**config.mk**
```make
export PLATFORM = sky130hd
export DESIGN_NAME = spi_byte_engine
export DESIGN_NICKNAME = d
export VERILOG_FILES = /design/src/rtl/spi_eng_pkg.sv /design/src/rtl/spi_eng_sync.sv /design/src/rtl/spi_eng_edge.sv /design/src/rtl/spi_eng_shift.sv /design/src/rtl/spi_byte_engine.sv
export SDC_FILE = /design/constraint.sdc
export NUM_CORES = 1
export LEC_CHECK = 0
export BUFFER_PORTS_ARGS = -buffer_cell sky130_fd_sc_hd__buf_2
export CAP_MARGIN = 10
export CORE_MARGIN = 4
export CORE_UTILIZATION = 49
export DETAILED_ROUTE_END_ITERATION = 8
export PLACE_DENSITY = 0.77
export SKIP_CTS_REPAIR_TIMING = 1
export SYNTH_ARGS = -nofsm -noshare
export SYNTH_HDL_FRONTEND = slang
export SYNTH_HIERARCHICAL = 1
export SYNTH_SLANG_ARGS = --single-unit
```
**constraint.sdc**
```tcl
create_clock -name clk -period 2 [get_ports clk]
set_input_delay 0.3 -clock clk [delete_from_list [all_inputs] [get_ports clk]]
set_output_delay 0.3 -clock clk [all_outputs]
set_load 0.01 [all_outputs]
```
**src/rtl/spi_eng_pkg.sv**
```systemverilog
package spi_eng_pkg;

    typedef enum logic [1:0] {
        ST_WAIT_IDLE = 2'd0,
        ST_READY     = 2'd1,
        ST_PROCESS   = 2'd2
    } eng_state_t;

endpackage

```
**src/rtl/spi_eng_sync.sv**
```systemverilog
module spi_eng_sync #(
    parameter int             WIDTH   = 3,
    parameter int             STAGES  = 2,
    parameter logic [WIDTH-1:0] RST_VAL = '0
) (
    input  logic             clk,
    input  logic             rst_n,
    input  logic [WIDTH-1:0] d,
    output logic [WIDTH-1:0] q,
    output logic             vld
);

    logic [WIDTH-1:0]  stg [STAGES];
    logic [STAGES-1:0] fill;

    always_ff @(posedge clk or negedge rst_n) begin
        if (!rst_n) begin
            stg[0] <= RST_VAL;
        end else begin
            stg[0] <= d;
        end
    end

    for (genvar s = 1; s < STAGES; s++) begin : g_stage
        always_ff @(posedge clk or negedge rst_n) begin
            if (!rst_n) begin
                stg[s] <= RST_VAL;
            end else begin
                stg[s] <= stg[s-1];
            end
        end
    end

    // Marks when every stage holds a sampled pin value.
    always_ff @(posedge clk or negedge rst_n) begin
        if (!rst_n) begin
            fill <= '0;
        end else begin
            fill <= {fill[STAGES-2:0], 1'b1};
        end
    end

    assign q   = stg[STAGES-1];
    assign vld = fill[STAGES-1];

endmodule

```
**src/rtl/spi_eng_edge.sv**
```systemverilog
module spi_eng_edge (
    input  logic clk,
    input  logic rst_n,
    input  logic sclk_s,
    input  logic cpol,
    input  logic cpha,
    output logic sample_ev,
    output logic shift_ev
);

    logic sclk_d;
    logic rise, fall, lead, trail;

    always_ff @(posedge clk or negedge rst_n) begin
        if (!rst_n) begin
            sclk_d <= 1'b0;
        end else begin
            sclk_d <= sclk_s;
        end
    end

    always_comb begin
        rise      = sclk_s & ~sclk_d;
        fall      = ~sclk_s & sclk_d;
        lead      = cpol ? fall : rise;
        trail     = cpol ? rise : fall;
        sample_ev = cpha ? trail : lead;
        shift_ev  = cpha ? lead : trail;
    end

endmodule

```
**src/rtl/spi_eng_shift.sv**
```systemverilog
module spi_eng_shift #(
    parameter int BITS = 8
) (
    input  logic            clk,
    input  logic            rst_n,
    input  logic            en,
    input  logic            cs_hi,
    input  logic            cpha,
    input  logic            sample_ev,
    input  logic            shift_ev,
    input  logic            mosi_s,
    input  logic            load,
    input  logic [BITS-1:0] load_data,
    output logic            miso_bit,
    output logic            unit_done,
    output logic [BITS-1:0] rx_data,
    output logic            rx_valid
);

    localparam int CW = $clog2(BITS);
    localparam logic [CW-1:0] LAST = CW'(BITS - 1);

    logic [CW-1:0]   cnt;
    logic [BITS-2:0] rx_sh;
    logic [BITS-1:0] tx_sh;
    logic [BITS-1:0] tx_hold;
    logic            active;

    assign active    = en && !cs_hi;
    assign unit_done = active && sample_ev && (cnt == LAST);
    assign miso_bit  = tx_sh[BITS-1];

    always_ff @(posedge clk or negedge rst_n) begin
        if (!rst_n) begin
            cnt      <= '0;
            rx_sh    <= '0;
            tx_sh    <= '0;
            tx_hold  <= '0;
            rx_data  <= '0;
            rx_valid <= 1'b0;
        end else begin
            rx_valid <= 1'b0;
            if (load) begin
                tx_hold <= load_data;
                tx_sh   <= load_data;
                cnt     <= '0;
            end else if (cs_hi) begin
                cnt   <= '0;
                tx_sh <= tx_hold;
            end else if (en) begin
                if (sample_ev) begin
                    rx_sh <= {rx_sh[BITS-3:0], mosi_s};
                    if (cnt == LAST) begin
                        cnt      <= '0;
                        rx_data  <= {rx_sh, mosi_s};
                        rx_valid <= 1'b1;
                    end else begin
                        cnt <= cnt + CW'(1);
                    end
                end
                if (shift_ev && !(cpha && cnt == '0)) begin
                    tx_sh <= {tx_sh[BITS-2:0], 1'b0};
                end
            end
        end
    end

endmodule

```
**src/rtl/spi_byte_engine.sv**
```systemverilog
module spi_byte_engine
    import spi_eng_pkg::*;
#(
    parameter int BITS        = 8,
    parameter int SYNC_STAGES = 2
) (
    input  logic            clk,
    input  logic            rst_n,
    input  logic            cfg_cpol,
    input  logic            cfg_cpha,
    input  logic            sclk,
    input  logic            cs_n,
    input  logic            mosi,
    output logic            miso_o,
    output logic            miso_oe,
    output logic            busy,
    output logic [BITS-1:0] rx_data,
    output logic            rx_valid,
    input  logic            tx_load,
    input  logic [BITS-1:0] tx_data
);

    eng_state_t state, state_nx;
    logic [2:0] pins_s;
    logic       sync_vld;
    logic       sclk_s, cs_s, mosi_s;
    logic       sample_ev, shift_ev;
    logic       unit_done, load_ok, shift_en, miso_bit;

    // Order {sclk, cs_n, mosi}; chip select resets to deselected.
    spi_eng_sync #(
        .WIDTH  (3),
        .STAGES (SYNC_STAGES),
        .RST_VAL(3'b010)
    ) u_sync (
        .clk  (clk),
        .rst_n(rst_n),
        .d    ({sclk, cs_n, mosi}),
        .q    (pins_s),
        .vld  (sync_vld)
    );

    assign sclk_s = pins_s[2];
    assign cs_s   = pins_s[1];
    assign mosi_s = pins_s[0];

    spi_eng_edge u_edge (
        .clk      (clk),
        .rst_n    (rst_n),
        .sclk_s   (sclk_s),
        .cpol     (cfg_cpol),
        .cpha     (cfg_cpha),
        .sample_ev(sample_ev),
        .shift_ev (shift_ev)
    );

    spi_eng_shift #(
        .BITS(BITS)
    ) u_shift (
        .clk      (clk),
        .rst_n    (rst_n),
        .en       (shift_en),
        .cs_hi    (cs_s),
        .cpha     (cfg_cpha),
        .sample_ev(sample_ev),
        .shift_ev (shift_ev),
        .mosi_s   (mosi_s),
        .load     (load_ok),
        .load_data(tx_data),
        .miso_bit (miso_bit),
        .unit_done(unit_done),
        .rx_data  (rx_data),
        .rx_valid (rx_valid)
    );

    always_ff @(posedge clk or negedge rst_n) begin
        if (!rst_n) begin
            state <= ST_WAIT_IDLE;
        end else begin
            state <= state_nx;
        end
    end

    always_comb begin
        state_nx = state;
        unique case (state)
            ST_WAIT_IDLE: if (sync_vld && (sclk_s == cfg_cpol)) state_nx = ST_READY;
            ST_READY:     if (unit_done) state_nx = ST_PROCESS;
            ST_PROCESS:   if (tx_load) state_nx = ST_READY;
            default:      state_nx = ST_WAIT_IDLE;
        endcase
    end

    always_comb begin
        busy     = (state != ST_READY);
        shift_en = (state == ST_READY);
        load_ok  = tx_load && (state != ST_READY);
        miso_oe  = ~cs_s;
        miso_o   = miso_bit;
    end

endmodule

```
==> impl_results.md <==
- Synth warnings: 6
- Commonest non-fill, non-tap cell in the layout: dfrtp_1
- Rel. slew slack: 0.507
- Die X: 72.7 µm
- CP Max Fanout: 7
- Gr usage total: 0.162
- GP Congestion: 0.768
- Antenna Nets Post-Route: 0
- CP endpoint kind: flop
- Worst Setup SP: u_sync/q[2]$_DFF_PN0_
- Drt pass-1 iters: 4
- Seq cells post-synth: 46
- Drt drc: 0
- Vias per cell: 5.28
- Post-layout min period: 1.82 ns
- Hold Crit Class: in -> async
- Area Growth Syn to Fin: 14.4%
- Max-Cap Viols: 0
- Initial antenna violation count: 0
- Largest net degree at the start of global routing: 35
- Share of flip-flops with an asynchronous set or reset: 1.00
- Syn avg cell area: 12.3 µm²
- Final wirelength: 3.70 mm
- Share of cells above drive strength 1: 0.372
- Vias in the first global route: 1406
- Cells after DPL: 241
- Post-synth cell types: 32
- Count of input and output buffers: 27
- Multi-input gate area: 783 µm²
- DP Area: 2260 µm²
- First-pass GRT wire length: 6.50 mm
- Post-synthesis sequential area ratio: 0.562
- Kind of critical path: reg -> reg
- H-tree levels: 2
- Post-Syn Area: 2050 µm²
- Drt initial violations: 92
- Root buffer cell: clkbuf_8
- Power per Cell Area: 993 nW/µm²
- Die area: 5290 µm²
- Cell count after synthesis: 167
- Pins over their slew limit: 0
- Final-report hold violation count: 0
- # fillers: 334
- Reg2Reg Depth: 5
- Initial core utilization: 0.509
- Max Fclk: 551 MHz
- Worst hold slack: 0.0570 ns
- TritonCTS clock tree: built
- Most used DFF post-synth: dfrtp_1
- Clk buf depth: 2
- Setup TNS: 0 ns
- Clk_skew: 0.00726 ns
- Mapped Nets: 186
- CP Data Required Time: 2.18 ns
- GR Overflow Total: 0
- Reg clk slew, reported paths: 0.09 ns
- # IOs: 28
- Lkg Pwr: 1.10 nW
- Critical path arrival: 2.00 ns
- Final HPWL DP: 2.56 mm
- Run status: finished clean
- Final setup fails: 0
- Register area: 1150 µm²
- Period utilization: 0.908
- Die height: 72.7 µm
- Post-synth EDFFs: 0
- Total CTS buffers: 5
- Row cnt: 23
- Final instance area: 2350 µm²
- Worst vdd ir: 0.538 mV
- Slew @ Worst Pin: 0.739 ns
- RSZ-0062 raised after global routing: no
- Core ar.: 4030 µm²
- Nets: 217
- Clock Latency Late Sink: 0.30 ns
- Total Power: 0.00233 W
- Layout Cells excl Fill: 249
- Reg2reg start: u_sync/q[2]$_DFF_PN0_
- Startpoint Class: flop
- Most frequent cells in the layout: 44 x dfrtp_1, 27 x buf_2, 23 x mux2_2, 13 x inv_1, 11 x nand2_1
- WL/cell: 14.8 µm
- Via count: 1315
- Clock sink total: 46
- N_diodes: 0
-- state kept, by name, indices dropped and copies added (netlist names), 2 cells and up --
register	count
u_shift/rx_data	8
u_shift/tx_hold	8
u_shift/tx_sh	8
u_shift/rx_sh	7
u_shift/cnt	3
u_sync/q	3
u_sync/stg	3
state	2
u_sync/fill	2
-- layer usage --
layer / part of all wire / wire length (µm) / track usage
met5: 0 / 0 / 0
met3: 0.050 / 185 / 0.0551
met2: 0.48 / 1790 / 0.260
met4: 0.021 / 76 / 0.0717
met1: 0.45 / 1650 / 0.199
-- metrics by stage --
step | setup WS, ns | util
floorplan | 0.209 | -
global placement | 0.0319 | 0.560
detailed placement | -0.0112 | 0.560
CTS | 0.169 | 0.583
global route | 0.0628 | 0.583
finish | 0.184 | 0.583
-- worst paths after layout --
check | end | slack [ns]
setup / recovery | u_shift/rx_sh[2]$_DFFE_PN0P_ | 0.18
hold / removal | u_shift/cnt[2]$_DFFE_PN0P_ | 0.06
setup reg to reg | u_shift/rx_sh[2]$_DFFE_PN0P_ | 0.18
hold reg to reg | u_sync/fill[1]$_DFF_PN0_ | 0.35
max in group asynchronous | u_sync/fill[0]$_DFF_PN0_ | 1.34
min in group clk | u_sync/stg[4]$_DFF_PN1_ | 0.10
-- Yosys cell counts, drive strengths merged (2+ instances only) --
cell	number	area, µm²
a211oi	8	60.1
a21oi	3	26.3
and2	2	12.5
buf	7	51.3
clkbuf	4	15.0
dfrtp	44	1100
dfstp	2	52.6
ha	3	37.5
inv	13	48.8
mux2	23	259
mux2i	4	40.0
nand2	11	41.3
nand2b	4	32.5
nor2	2	7.51
nor3	11	77.6
o21ai	8	40.0
o31ai	7	52.6
xor2	2	17.5
-- report_power, final --
group | total [W] | leakage (nW) | switching (W) | internal (W)
logic | 0.000466 | 0.491 | 0.000220 | 0.000246
registers | 0.00129 | 0.565 | 0.000136 | 0.00115
clock network | 0.000578 | 0.0482 | 0.000299 | 0.000279
total | 0.00233 | 1.10 | 0.000655 | 0.00168
-- cell families (layout without fill, tap and decap cells) --
group                    count (synthesis)  count (layout)  share of synthesized area
AO/OA/AOI/OAI                           29              29                      0.102
flip-flops                              46              46                      0.562
adder cells (fa/ha/maj)                  3               3                     0.0183
buffers and inverters                   24              56                     0.0561
AND/OR/NAND/NOR                         35              35                      0.105
other                                    1               1                    0.00183
multiplexers                            27              27                      0.146
XOR/XNOR                                 2               2                    0.00854
-- cell type report --
class / instances / share of cell area
timing repair buffer: 35 / 0.0885
multi-input combinational: 97 / 0.334
sequential: 46 / 0.491
inverter: 13 / 0.0208
clock buffer: 7 / 0.0368
tap: 50 / 0.0267
clock inverter: 1 / 0.00213
-- worst max-delay path, stage by stage (launching register included) --
cell and delay, ns:
dfrtp_1 0.42, nand2b_1 0.17, mux2i_1 0.25, nand2_1 0.15, nor3_4 0.32, mux2_2 0.39
(Power assumes the default switching activity.)
